### src/rtl/cpu_rst_pkg.sv
package cpu_rst_pkg;
  localparam int CORE_COUNT = 4;

  typedef logic [CORE_COUNT-1:0] coreVec_t;

  // Strobes from the control to the datapath
  typedef struct packed {
    logic     load;     // store the masked write data
    coreVec_t offSet;   // cores commanded to hold off
    coreVec_t onSet;    // cores commanded on and released
  } rstStrobe_t;
endpackage

### src/rtl/cpu_rst_ctrl.sv
module cpu_rst_ctrl
  import cpu_rst_pkg::*;
#(
  parameter int REG_W     = 32,
  parameter int CORE_BASE = 0
) (
  input  logic                      wrEn,
  input  logic [REG_W-1:0]          wrDataMasked,
  input  coreVec_t                  oldCores,
  output rstStrobe_t                strobe
);
  localparam int CORE_TOP = CORE_BASE + CORE_COUNT - 1;

  coreVec_t newCores;
  coreVec_t diffCores;

  assign newCores  = wrDataMasked[CORE_TOP:CORE_BASE];
  assign diffCores = newCores ^ oldCores;

  assign strobe.load = wrEn;

  for (genvar i = 0; i < CORE_COUNT; i++) begin : g_core
    // A change in level gives a command; its direction picks which one
    assign strobe.offSet[i] = wrEn & diffCores[i] & newCores[i];
    assign strobe.onSet[i]  = wrEn & diffCores[i] & ~newCores[i];
  end
endmodule

### src/rtl/cpu_rst_datapath.sv
module cpu_rst_datapath
  import cpu_rst_pkg::*;
#(
  parameter int               REG_W     = 32,
  parameter int               CORE_BASE = 0,
  parameter logic [REG_W-1:0] RESET_VAL = 32'h0000_3D0F,
  parameter logic [REG_W-1:0] RSVD_MASK = 32'h0000_C2F0
) (
  input  logic             clk,
  input  logic             rstN,
  input  rstStrobe_t       strobe,
  input  logic [REG_W-1:0] wrDataMasked,
  output logic [REG_W-1:0] regQ,
  output coreVec_t         offQ,
  output coreVec_t         onQ
);
  localparam int CORE_TOP = CORE_BASE + CORE_COUNT - 1;
  localparam logic [REG_W-1:0] RESET_CLEAN = RESET_VAL & ~RSVD_MASK;

  coreVec_t coreField;
  assign coreField = regQ[CORE_TOP:CORE_BASE];

  always_ff @(posedge clk or negedge rstN) begin
    if (!rstN) begin
      regQ <= RESET_CLEAN;
      offQ <= '0;
      onQ  <= '0;
    end else begin
      offQ <= strobe.offSet;
      onQ  <= strobe.onSet;
      if (strobe.load) regQ <= wrDataMasked;
    end
  end

  assert_rsvd_zero_R6: assert property (@(posedge clk) disable iff (!rstN)
    (regQ & RSVD_MASK) == '0);

  assert_off_sets_bit_R2: assert property (@(posedge clk) disable iff (!rstN)
    (offQ != '0) |-> ((coreField & offQ) == offQ));

  assert_on_clears_bit_R3: assert property (@(posedge clk) disable iff (!rstN)
    (onQ != '0) |-> ((coreField & onQ) == '0));

  assert_exclusive_R5: assert property (@(posedge clk) disable iff (!rstN)
    (offQ & onQ) == '0);

  assert_pulse_once_R8: assert property (@(posedge clk) disable iff (!rstN)
    ((offQ | onQ) != '0) |=> (((offQ & $past(offQ)) | (onQ & $past(onQ))) == '0));

  assert_idle_hold_R9: assert property (@(posedge clk) disable iff (!rstN)
    !strobe.load |=> ($stable(regQ) && offQ == '0 && onQ == '0));
endmodule

### src/rtl/cpu_reset_ctl.sv
module cpu_reset_ctl
  import cpu_rst_pkg::*;
#(
  parameter int               REG_W     = 32,
  parameter int               CORE_BASE = 0,
  parameter logic [REG_W-1:0] RESET_VAL = 32'h0000_3D0F,
  parameter logic [REG_W-1:0] RSVD_MASK = 32'h0000_C2F0
) (
  input  logic                  clk,
  input  logic                  rstN,
  input  logic                  wrEn,
  input  logic [REG_W-1:0]      wrData,
  output logic [REG_W-1:0]      rdData,
  output logic [CORE_COUNT-1:0] coreOff,
  output logic [CORE_COUNT-1:0] coreOnReset
);
  localparam int CORE_TOP = CORE_BASE + CORE_COUNT - 1;

  rstStrobe_t       strobe;
  logic [REG_W-1:0] wrDataMasked;
  logic [REG_W-1:0] regQ;
  coreVec_t         offQ;
  coreVec_t         onQ;

  assign wrDataMasked = wrData & ~RSVD_MASK;

  cpu_rst_ctrl #(.REG_W(REG_W), .CORE_BASE(CORE_BASE)) u_ctrl (
    .wrEn        (wrEn),
    .wrDataMasked(wrDataMasked),
    .oldCores    (regQ[CORE_TOP:CORE_BASE]),
    .strobe      (strobe)
  );

  cpu_rst_datapath #(
    .REG_W(REG_W), .CORE_BASE(CORE_BASE),
    .RESET_VAL(RESET_VAL), .RSVD_MASK(RSVD_MASK)
  ) u_dp (
    .clk         (clk),
    .rstN        (rstN),
    .strobe      (strobe),
    .wrDataMasked(wrDataMasked),
    .regQ        (regQ),
    .offQ        (offQ),
    .onQ         (onQ)
  );

  assign rdData      = regQ;
  assign coreOff     = offQ;
  assign coreOnReset = onQ;

  // an unchanged core bit never leads to a command on the next cycle
  assert_no_cmd_unchanged_R4: assert property (@(posedge clk) disable iff (!rstN)
    wrEn && ((wrData[CORE_TOP:CORE_BASE] ^ rdData[CORE_TOP:CORE_BASE]) == '0)
    |=> (coreOff == '0 && coreOnReset == '0));

  // the stored value follows the write, with reserved bits dropped
  assert_store_R7: assert property (@(posedge clk) disable iff (!rstN)
    wrEn |=> rdData == ($past(wrData) & ~RSVD_MASK));
endmodule

### config.mk
export PLATFORM = sky130hd
export DESIGN_NAME = cpu_reset_ctl
export DESIGN_NICKNAME = d
export VERILOG_FILES = /design/src/rtl/cpu_rst_pkg.sv /design/src/rtl/cpu_rst_ctrl.sv /design/src/rtl/cpu_rst_datapath.sv /design/src/rtl/cpu_reset_ctl.sv
export SDC_FILE = /design/constraint.sdc
export NUM_CORES = 1
export LEC_CHECK = 0
export BUFFER_PORTS_ARGS = -buffer_cell sky130_fd_sc_hd__buf_2
export CORE_UTILIZATION = 35
export DETAILED_ROUTE_END_ITERATION = 12
export PLACE_DENSITY = 0.65
export SYNTH_ARGS = -nofsm -noshare
export SYNTH_HDL_FRONTEND = slang
export SYNTH_HIERARCHICAL = 1
export SYNTH_SLANG_ARGS = --single-unit
### constraint.sdc
create_clock -name clk -period 0.8 [get_ports clk]
set_input_delay 0 -clock clk [delete_from_list [all_inputs] [get_ports clk]]
set_output_delay 0 -clock clk [all_outputs]
set_load 0.1 [all_outputs]
==> insert_results.sql, run 1 <==
INSERT INTO impl_metrics (metric_group, metric, value, unit) VALUES
('status', 'outcome', 'finished with violations', ''),
('status', 'failed_checks', 'negative setup slack', ''),
('power_and_ir_drop', 'power.clock.fraction', '19.3', '%'),
('synth', 'most_common_cell_in_the_synthesized_netlist', 'sky130_fd_sc_hd__dfrtp_1', ''),
('synth', 'main_combinational_cell_family_by_area_after_synthesis', 'multiplexers', ''),
('synth', 'synthesis.instances', '86', ''),
('setup_path', 'cp_data_required_time', '0.80', 'ns'),
('setup_path', 'worst_setup_path_start_kind', 'flip-flop', ''),
('final_layout', 'fillers', '251', ''),
('setup_path', 'worst_path_largest_cell_delay', '0.64', 'ns'),
('synth', 'synthSimpleGateAreaFrac', '4.28', '%'),
('routing', 'viasPerCell', '4.39', ''),
('clocking', 'clockBufferDepth', '2', ''),
('power_and_ir_drop', 'ir_drop', '1490', 'uV'),
('power_and_ir_drop', 'cellInternalPower', '4.49', 'mW'),
('timing', 'max_freq', '900', 'MHz'),
('power_and_ir_drop', 'switching_share', '37.2', '%'),
('grt', 'grt_antenna_before_repair', '0', ''),
('grt', 'grt_use_total', '20.4', '%'),
('timing', 'fin_ws', '-0.312', 'ns'),
('routing', 'post_drt_wl_per_cell', '16.1', 'um'),
('setup_path', 'critical_path.n_buffers_inverters', '1', ''),
('setup_path', 'critical-path-slowest-cell', 'sky130_fd_sc_hd__dfstp_4', ''),
('routing', 'drtAntennaViolNets', '0', ''),
('synth', 'synth.lib_cells_used.distinct', '9', ''),
('min_path', 'hold_path_class', 'input port to flip-flop', ''),
('synth', 'synth_flop_cell', 'sky130_fd_sc_hd__dfrtp_1', ''),
('floorplanning', 'number_of_rows_created_at_floorplan', '24', ''),
('timing', 'hold_viol', '0', ''),
('timing', 'timing.final.crit_period', '1.11', 'ns'),
('grt', 'grt_pass1_vias', '1426', ''),
('setup_path', 'critPathLaunch', 'u_dp/regQ[1]$_DFFE_PN1P_', ''),
('routing', 'wl', '4480', 'um'),
('min_path', 'holdCritStartpoint', 'wrEn', ''),
('routing', 'routed-via-count', '1225', ''),
('floorplanning', 'chipHeight', '70.4', 'um'),
('synth', 'post_synthesis_instance_area', '1640', 'sq um'),
('synth', 'yosys.area.top_type', 'sky130_fd_sc_hd__dfrtp_1', ''),
('synth', 'synth_compound_area_share', '0', '%'),
('grt', 'grt_max_degree', '41', ''),
('timing', 'hold_slack', '0.144', 'ns'),
('synth', 'synth_commonest_cells', 'sky130_fd_sc_hd__dfrtp_1, sky130_fd_sc_hd__mux2_4, sky130_fd_sc_hd__dfstp_2', ''),
('floorplanning', 'fp.dieArea', '4960', 'sq um'),
('timing', 'post_route_clock_period_utilization', '139', '%'),
('setup_path', 'rr_startpoint', 'u_dp/regQ[2]$_DFFE_PN1P_', ''),
('power_and_ir_drop', 'power.static_leakage', '1.66', 'nW'),
('timing', 'timing.final.max_slew_violations', '0', ''),
('final_layout', 'flow.area_growth_from_synthesis', '116', '%'),
('clocking', 'numCtsBuffers', '5', ''),
('synth', 'post_synth_fa_ha_maj_area_fraction', '0', '%'),
('placed_design', 'gp_congestion', '0.688', ''),
('run', 'max_cap_violation_count', '0', ''),
('setup_path', 'timing.setup.critical_path_class', 'flip-flop to output port', ''),
('timing', 'timing.final.setup_violations', '79', ''),
('routing', 'post_route_drc_violation_count', '0', ''),
('setup_path', 'critical_path_data_arrival_time', '1.11', 'ns'),
('synth', 'synthXorXnorAreaFrac', '0', '%'),
('clocking', 'cts_tree', 'done', ''),
('synth', 'synth.yosys.seq_area_share', '61.8', '%'),
('synth', 'netlist_top_cells_area', 'sky130_fd_sc_hd__dfrtp_1, sky130_fd_sc_hd__mux2_4, sky130_fd_sc_hd__dfstp_2', ''),
('clocking', 'clock-root-buffer', 'sky130_fd_sc_hd__clkbuf_8', ''),
('synth', 'proportion_of_register_bits_with_asynchronous_set_or_reset_after_synthesis', '100', '%'),
('timing', 'final.setup_skew', '0.000985', 'ns'),
('grt', 'grt-ovfl-total', '0', ''),
('final_layout', 'layout.nets', '261', ''),
('synth', 'ys.warnings.count', '6', ''),
('final_layout', 'post-route-util', '80.1', '%'),
('power_and_ir_drop', 'total_switching_power', '2.67', 'mW'),
('clocking', 'cts_sinks', '40', ''),
('synth', 'postSynthRegisterBits', '40', ''),
('clocking', 'clock_slew_at_reported_path_ffs', '0.07', 'ns');
stage by stage:
stage               TNS [ns]  cell area, sq um  setup slack (ns)  instances
floorplan              -9.67              1790            -0.297         92
global placement       -1.45              2960            -0.103        233
detailed placement     -1.84              2960            -0.118        233
CTS                   -13.23              3490            -0.323        275
global route          -15.07              3540            -0.344        279
finish                -13.29              3540            -0.312        279
sequential cells by signal, summed over array words and instances, names as in the netlist:
name and flops:
u_dp/offQ 4, u_dp/onQ 4, u_dp/regQ 32
placed cells by master (no fill, tap or decap):
cell                            synthesis  final
sky130_fd_sc_hd__clkbuf_1               0      1
sky130_fd_sc_hd__buf_12                 3     44
sky130_fd_sc_hd__dfrtp_4                0     22
sky130_fd_sc_hd__dlygate4sd3_1          0     26
sky130_fd_sc_hd__mux2_4                30     32
sky130_fd_sc_hd__clkbuf_8               0      6
sky130_fd_sc_hd__buf_4                  1      1
sky130_fd_sc_hd__dfrtp_2                0      5
sky130_fd_sc_hd__clkinvlp_4             0      1
sky130_fd_sc_hd__dfrtp_1               31      4
sky130_fd_sc_hd__buf_2                  0     27
sky130_fd_sc_hd__buf_6                  1     34
sky130_fd_sc_hd__dfstp_4                0      9
sky130_fd_sc_hd__conb_1                 1      7
sky130_fd_sc_hd__and3b_1                8      8
power groups by stage:
stage	Combinational (mW)	Clock (mW)	Sequential [mW]
finish	3.25	1.38	2.52
global route	3.34	1.52	2.55
CTS	3.21	1.44	2.52
detailed placement	2.94	0	2.53
global placement	2.90	0	2.51
floorplan	0.364	0	3.87
final timing paths:
kind | to | slack [ns] | cells after the start
hold / removal | u_dp/regQ[31]$_DFFE_PN0P_ | 0.14 | 2
max in group asynchronous | u_dp/regQ[3]$_DFFE_PN1P_ | 0.32 | 3
min in group asynchronous | u_dp/regQ[22]$_DFFE_PN0P_ | 0.22 | 3
setup / recovery | rdData[1] | -0.31 | 1
setup reg to reg | u_dp/offQ[2]$_DFF_PN0_ | -0.22 | 2
hold reg to reg | u_dp/regQ[14]$_DFFE_PN0P_ | 0.54 | 1
cell families after synthesis:
group                  after synthesis
multiplexers                        32
buffers and inverters                5
AND/OR/NAND/NOR                      8
other                                1
flip-flops                          40
per-layer routing:
layer	vias to the layer above	track usage, %	part of all wire [%]
li1	566	-	-
met1	601	22.3	37
met2	48	36.5	55
met3	10	6.20	5.6
met4	0	8.00	2.3
met5	-	0	0
final cells by class:
| class | count | area (sq um) | share of cell area, % |
|---|---|---|---|
| timing repair buffer | 132 | 1670 | 47.1 |
| sequential | 40 | 1130 | 32.1 |
| multi-input combinational | 47 | 577 | 16.3 |
| clock buffer | 7 | 86.3 | 2.44 |
| tap | 52 | 65.1 | 1.84 |
| clock inverter | 1 | 7.51 | 0.212 |
timing repair:
item,4_1_cts,5_1_grt
endpoints found under the hold margin,70,0
endpoints found under the setup margin,79,80
pin swaps,1,1
setup buffers,8,4
hold buffers,26,0
resized for setup,30,5
Note: power is estimated with default switching activity, not from simulation.
==> run 2, diff against run 1 <==
--- a/config.mk
+++ b/config.mk
@@ -6,9 +6,9 @@
 export NUM_CORES = 1
 export LEC_CHECK = 0
 export BUFFER_PORTS_ARGS = -buffer_cell sky130_fd_sc_hd__buf_2
+export CORE_MARGIN = 10
 export CORE_UTILIZATION = 35
 export DETAILED_ROUTE_END_ITERATION = 12
-export PLACE_DENSITY = 0.65
 export SYNTH_ARGS = -nofsm -noshare
 export SYNTH_HDL_FRONTEND = slang
 export SYNTH_HIERARCHICAL = 1
==> constraint.sdc (replaced) <==
create_clock -name clk -period 1.38 [get_ports clk]
set_input_delay 0 -clock clk [delete_from_list [all_inputs] [get_ports clk]]
set_output_delay 0 -clock clk [all_outputs]
set_load 0.1 [all_outputs]
==> insert_results.sql, run 2 (synthesis results as in run 1) <==
INSERT INTO impl_metrics (metric_group, metric, value, unit) VALUES
('status', 'outcome', 'completed', ''),
('timing', 'max_freq', '788', 'MHz'),
('final_layout', 'reg_top3', 'u_dp/regQ x32, u_dp/offQ x4, u_dp/onQ x4', ''),
('floorplanning', 'core_area', '4440', 'sq um'),
('setup_path', 'crit_path_cell_trace', 'buf_2', ''),
('setup_path', 'worst_path_largest_cell_delay', '0.55', 'ns'),
('power_and_ir_drop', 'ir_drop', '498', 'uV'),
('final_layout', 'flow.area_growth_from_synthesis', '43.5', '%'),
('setup_path', 'critical_path.n_buffers_inverters', '1', ''),
('routing', 'post_drt_wl_per_cell', '16.2', 'um'),
('final_layout', 'post-route-util', '52.9', '%'),
('routing', 'routed-via-count', '1069', ''),
('floorplanning', 'fp.dieArea', '7820', 'sq um'),
('routing', 'wl', '3920', 'um'),
('setup_path', 'timing.critical_path.fanout_max', '4', ''),
('final_layout', 'layout_common_cells', 'sky130_fd_sc_hd__buf_2, sky130_fd_sc_hd__dfrtp_1, sky130_fd_sc_hd__mux2_4', ''),
('clocking', 'numCtsBuffers', '5', ''),
('setup_path', 'critical_path_data_arrival_time', '1.27', 'ns'),
('clocking', 'cts_tree', 'done', ''),
('power_and_ir_drop', 'power_per_cell_area', '1420', 'nW/um^2'),
('final_layout', 'fraction_of_layout_cells_with_a_size_suffix_above_1', '61.1', '%'),
('clocking', 'cts_repair_resize_count', '0', ''),
('placed_design', 'placedCellCount', '208', ''),
('routing', 'post_route_drc_violation_count', '0', ''),
('clocking', 'clkLatencyLatePin', '0.28', 'ns'),
('final_layout', 'fillers', '365', ''),
('run', 'max_cap_violation_count', '0', ''),
('clocking', 'clock_slew_at_reported_path_ffs', '0.07', 'ns'),
('timing', 'timing.setup.tns', '0', 'ns'),
('setup_path', 'worst_setup_path_start_kind', 'flip-flop', ''),
('timing', 'post_route_clock_period_utilization', '91.9', '%'),
('routing', 'drtAntennaViolNets', '0', ''),
('routing', 'viasPerCell', '4.42', ''),
('grt', 'first_pass_grt_wire_length', '6380', 'um'),
('routing', 'dr.first_iter.drc_count', '37', ''),
('grt', 'grt_antenna_before_repair', '0', ''),
('final_layout', 'largest_register_ff_count', '32', ''),
('setup_path', 'setup.worst_path.end_class', 'output port', ''),
('timing', 'timing.final.setup_violations', '0', ''),
('setup_path', 'cp_data_required_time', '1.38', 'ns'),
('clocking', 'cts_sinks', '40', ''),
('setup_path', 'timing.setup.critical_path_class', 'flip-flop to output port', ''),
('timing', 'final.setup_skew', '0.000802', 'ns'),
('timing', 'timing.final.crit_period', '1.27', 'ns'),
('floorplanning', 'chipWidth', '88.4', 'um'),
('floorplanning', 'io_pins', '75', ''),
('power_and_ir_drop', 'power.static_leakage', '1.24', 'nW'),
('routing', 'wl_met1', '1540', 'um'),
('final_layout', 'layout.nets', '224', ''),
('clocking', 'clockBufferDepth', '2', ''),
('placed_design', 'gp_congestion', '0.701', ''),
('final_layout', 'layout.cells.non_filler', '242', ''),
('routing', 'drt_pre_antenna_iters', '2', ''),
('floorplanning', 'number_of_rows_created_at_floorplan', '24', ''),
('routing', 'highest_layer', 'met4', ''),
('floorplanning', 'initial_core_util', '36.9', '%'),
('final_layout', 'max_flop_register', 'u_dp/regQ', ''),
('clocking', 'clock-root-buffer', 'sky130_fd_sc_hd__clkbuf_8', ''),
('setup_path', 'critPathTopFamily', 'flip-flops', ''),
('timing', 'hold_slack', '0.252', 'ns'),
('routing', 'detailroute.wirelength.met3', '335', 'um'),
('timing', 'unrepaired_setup_endpoints_after_global_routing', 'false', ''),
('final_layout', 'diodes_inserted', '0', ''),
('floorplanning', 'chipHeight', '88.4', 'um'),
('min_path', 'hold_path_class', 'input port to flip-flop', ''),
('placed_design', 'port-buffer-count', '67', ''),
('grt', 'grt_max_degree', '41', ''),
('timing', 'timing.final.max_slew_violations', '0', ''),
('final_layout', 'final_common_cell', 'sky130_fd_sc_hd__buf_2', ''),
('routing', 'wl_met2', '1990', 'um'),
('setup_path', 'critical-path-slowest-cell', 'sky130_fd_sc_hd__dfstp_2', ''),
('timing', 'hold_viol', '0', ''),
('grt', 'grt_use_total', '10.5', '%'),
('grt', 'grt_pass1_vias', '1229', ''),
('placed_design', 'dp.final_hpwl', '2690', 'um'),
('grt', 'grt-ovfl-total', '0', ''),
('clocking', 'h_tree_depth_reported_by_cts', '2', '');
[run 2: cell types whose count changed in the layout (fill, tap and decap cells not counted), moves of 5 or more]
cell                      delta
sky130_fd_sc_hd__dfstp_2     +9
sky130_fd_sc_hd__dfrtp_4    -22
sky130_fd_sc_hd__dfrtp_1    +27
sky130_fd_sc_hd__buf_6      -34
sky130_fd_sc_hd__dfstp_4     -9
sky130_fd_sc_hd__buf_2      +40
sky130_fd_sc_hd__buf_12     -43
sky130_fd_sc_hd__dfrtp_2     -5
[run 2: timing repair]
| item | CTS | global route |
|---|---|---|
| hold buffers | 26 | 0 |
| endpoints found under the hold margin | 61 | 0 |
| setup endpoints to repair | 0 | 0 |
| setup buffers | 0 | 0 |
[run 2: report_power, final]
group          internal [mW]  switching (mW)
sequential              1.30          0.0560
clock                  0.355           0.377
combinational          0.297           0.960
total                   1.95            1.39
[run 2: metrics by stage]
stage	power [mW]	cell area (sq um)	setup slack, ns
3_3_place_gp	2.56	2010	0.425
3_5_place_dp	2.58	2010	0.428
6_report	3.34	2350	0.112
5_1_grt	3.50	2350	0.0610
4_1_cts	3.39	2350	0.0994
2_1_floorplan	2.38	1660	0.122
[run 2: worst paths after layout]
check | cells after the start | start | slack (ns) | endpoint
max | 1 | u_dp/regQ[1]$_DFFE_PN1P_ | 0.11 | rdData[1]
min | 3 | wrEn | 0.25 | u_dp/onQ[1]$_DFF_PN0_
max reg2reg | 1 | u_dp/regQ[2]$_DFFE_PN1P_ | 0.54 | u_dp/offQ[2]$_DFF_PN0_
min reg2reg | 1 | u_dp/regQ[28]$_DFFE_PN0P_ | 0.51 | u_dp/regQ[28]$_DFFE_PN0P_
max in group asynchronous | 3 | rstN | 0.72 | u_dp/regQ[8]$_DFFE_PN1P_
min in group asynchronous | 3 | rstN | 0.30 | u_dp/regQ[17]$_DFFE_PN0P_
[run 2: layer usage]
layer	global-route usage, %	up-vias
met5	0	-
met4	4.41	0
met3	3.68	5
met2	18.2	40
met1	11.5	526
li1	-	498
[run 2: layout make-up]
type	count	area, sq um	share of cell area, %
clock buffer	7	76.3	3.25
clock inverter	1	5.00	0.213
multi-input combinational	47	569	24.2
sequential	40	1010	43.1
tap	52	65.1	2.77
timing repair buffer	95	623	26.5
==> run 3, diff against run 2 <==
--- a/config.mk
+++ b/config.mk
@@ -9,6 +9,7 @@
 export CORE_MARGIN = 10
 export CORE_UTILIZATION = 35
 export DETAILED_ROUTE_END_ITERATION = 12
+export PLACE_DENSITY = 0.62
 export SYNTH_ARGS = -nofsm -noshare
 export SYNTH_HDL_FRONTEND = slang
 export SYNTH_HIERARCHICAL = 1
==> insert_results.sql, run 3 (synthesis results as in run 1) <==
INSERT INTO impl_metrics (metric_group, metric, value, unit) VALUES
('status', 'outcome', 'completed', ''),
('timing', 'unrepaired_setup_endpoints_after_global_routing', 'false', ''),
('setup_path', 'critical-path-slowest-cell', 'sky130_fd_sc_hd__dfstp_2', ''),
('placed_design', 'dpl-instance-area', '2030', 'sq um'),
('routing', 'post_route_drc_violation_count', '0', ''),
('floorplanning', 'io_pins', '75', ''),
('setup_path', 'internal_reg_to_reg_setup_slack', '0.54', 'ns'),
('clocking', 'clock_slew_at_reported_path_ffs', '0.07', 'ns'),
('placed_design', 'port-buffer-count', '67', ''),
('grt', 'grt-ovfl-total', '0', ''),
('power_and_ir_drop', 'total_switching_power', '1.37', 'mW'),
('final_layout', 'fraction_of_layout_cells_with_a_size_suffix_above_1', '61.3', '%'),
('routing', 'drt_pre_antenna_iters', '4', ''),
('routing', 'wl', '3890', 'um'),
('floorplanning', 'core_area', '4440', 'sq um'),
('placed_design', 'dp.final_hpwl', '2830', 'um'),
('floorplanning', 'chipHeight', '88.4', 'um'),
('routing', 'dr.first_iter.drc_count', '54', ''),
('power_and_ir_drop', 'cellInternalPower', '2.01', 'mW'),
('clocking', 'clkLatencyLatePin', '0.28', 'ns'),
('timing', 'timing.setup.tns', '0', 'ns'),
('setup_path', 'worst_setup_path_start_kind', 'flip-flop', ''),
('power_and_ir_drop', 'ir_drop', '579', 'uV'),
('clocking', 'clock-root-buffer', 'sky130_fd_sc_hd__clkbuf_8', ''),
('power_and_ir_drop', 'switching_share', '40.6', '%'),
('power_and_ir_drop', 'power.clock.fraction', '22.5', '%'),
('setup_path', 'timing.setup.critical_path_class', 'flip-flop to output port', ''),
('setup_path', 'r2r-end', 'u_dp/offQ[1]$_DFF_PN0_', ''),
('routing', 'drtAntennaViolNets', '0', ''),
('setup_path', 'critical_path.n_buffers_inverters', '1', ''),
('setup_path', 'setup.worst_path.end_class', 'output port', ''),
('setup_path', 'worst_path_largest_cell_delay', '0.56', 'ns'),
('routing', 'routed-via-count', '1045', ''),
('timing', 'timing.final.crit_period', '1.26', 'ns'),
('routing', 'post_drt_wl_per_cell', '16.0', 'um'),
('setup_path', 'critPathTopFamily', 'flip-flops', ''),
('floorplanning', 'initial_core_util', '36.9', '%'),
('final_layout', 'final_common_cell', 'sky130_fd_sc_hd__buf_2', ''),
('final_layout', 'max_flop_register', 'u_dp/regQ', ''),
('run', 'max_cap_violation_count', '0', ''),
('final_layout', 'diodes_inserted', '0', ''),
('timing', 'hold_viol', '0', ''),
('final_layout', 'largest_register_ff_count', '32', ''),
('timing', 'max_freq', '791', 'MHz'),
('final_layout', 'layout.nets', '225', ''),
('min_path', 'hold_path_class', 'input port to async pin', ''),
('grt', 'grt_max_degree', '26', ''),
('clocking', 'cts_sinks', '40', ''),
('grt', 'grt_use_total', '10.2', '%'),
('grt', 'first_pass_grt_wire_length', '6200', 'um'),
('final_layout', 'flow.area_growth_from_synthesis', '45.3', '%'),
('setup_path', 'critical_path_data_arrival_time', '1.26', 'ns'),
('power_and_ir_drop', 'power.static_leakage', '1.26', 'nW'),
('timing', 'post_route_clock_period_utilization', '91.6', '%'),
('routing', 'viasPerCell', '4.30', ''),
('setup_path', 'crit_path_cell_trace', 'buf_2', ''),
('floorplanning', 'number_of_rows_created_at_floorplan', '24', ''),
('final_layout', 'reg_top3', 'u_dp/regQ x32, u_dp/offQ x4, u_dp/onQ x4', ''),
('power_and_ir_drop', 'power_per_cell_area', '1420', 'nW/um^2'),
('setup_path', 'cp_data_required_time', '1.38', 'ns'),
('placed_design', 'gp_congestion', '0.660', ''),
('grt', 'grt_antenna_before_repair', '0', ''),
('timing', 'final.setup_skew', '0.00573', 'ns'),
('grt', 'grt_pass1_vias', '1186', ''),
('final_layout', 'final_area', '2380', 'sq um'),
('setup_path', 'rr_startpoint', 'u_dp/regQ[1]$_DFFE_PN1P_', ''),
('clocking', 'h_tree_depth_reported_by_cts', '2', ''),
('setup_path', 'worst_reg2reg_path_depth', '1', ''),
('floorplanning', 'chipWidth', '88.4', 'um'),
('setup_path', 'critPathLaunch', 'u_dp/regQ[1]$_DFFE_PN1P_', ''),
('power_and_ir_drop', 'p_seq_share', '40.1', '%'),
('timing', 'timing.final.max_slew_violations', '0', ''),
('floorplanning', 'fp.dieArea', '7820', 'sq um'),
('clocking', 'clockBufferDepth', '2', ''),
('timing', 'timing.final.setup_violations', '0', ''),
('clocking', 'numCtsBuffers', '5', ''),
('setup_path', 'timing.critical_path.fanout_max', '4', ''),
('clocking', 'cts_tree', 'done', ''),
('power_and_ir_drop', 'power_frac_comb', '37.4', '%'),
('final_layout', 'layout_common_cells', 'sky130_fd_sc_hd__buf_2, sky130_fd_sc_hd__dfrtp_1, sky130_fd_sc_hd__mux2_4', '');
==> run 3: power groups by stage <==
| stage | clock (mW) | combinational, mW | sequential, mW |
|---|---|---|---|
| floorplan | 0 | 0.211 | 2.17 |
| global placement | 0 | 1.20 | 1.37 |
| global route | 0.854 | 1.31 | 1.37 |
| finish | 0.761 | 1.26 | 1.35 |
| detailed placement | 0 | 1.21 | 1.38 |
| CTS | 0.808 | 1.27 | 1.35 |
==> run 3: worst max path at each step <==
stage	end	slack, ns	depth (start not counted)
after floorplan	u_dp/regQ[14]$_DFFE_PN0P_	0.12	1
after global placement	rdData[2]	0.43	1
after detailed placement	rdData[1]	0.41	1
after CTS	rdData[1]	0.09	1
after global routing	rdData[2]	0.08	1
final	rdData[1]	0.12	1
==> run 3: through the flow <==
| stage | setup WS, ns | hold WS, ns | power (mW) | cells | utilization (%) |
|---|---|---|---|---|---|
| final | 0.116 | 0.174 | 3.38 | 243 | 53.5 |
| after global routing | 0.0771 | 0.216 | 3.53 | 243 | 53.5 |
| after CTS | 0.0934 | 0.200 | 3.44 | 243 | 53.5 |
| after detailed placement | 0.411 | -0.0421 | 2.59 | 209 | 45.7 |
| after global placement | 0.431 | -0.0447 | 2.57 | 209 | 45.7 |
| after floorplan | 0.122 | -0.296 | 2.38 | 92 | - |
==> run 3: per-layer routing <==
| layer | global-route usage (%) | vias to the layer above | share of wire [%] |
|---|---|---|---|
| li1 | - | 494 | - |
| met1 | 10.8 | 510 | 39 |
| met2 | 17.8 | 39 | 52 |
| met3 | 3.86 | 2 | 8.0 |
| met4 | 4.41 | 0 | 0.92 |
| met5 | 0 | - | 0 |
==> run 3: final cells by class <==
class	instances	area [sq um]
Sequential cell	40	1010
Multi-Input combinational cell	47	569
Tap cell	52	65.1
Clock buffer	8	90.1
Timing Repair Buffer	96	643
Fill cell	375	2060
==> run 3: timing repair <==
item / in CTS / in global routing
hold buffers: 26 / 0
gates resized for setup: 0 / 0
buffers inserted: 0 / 0
endpoints found under the hold margin: 67 / 0
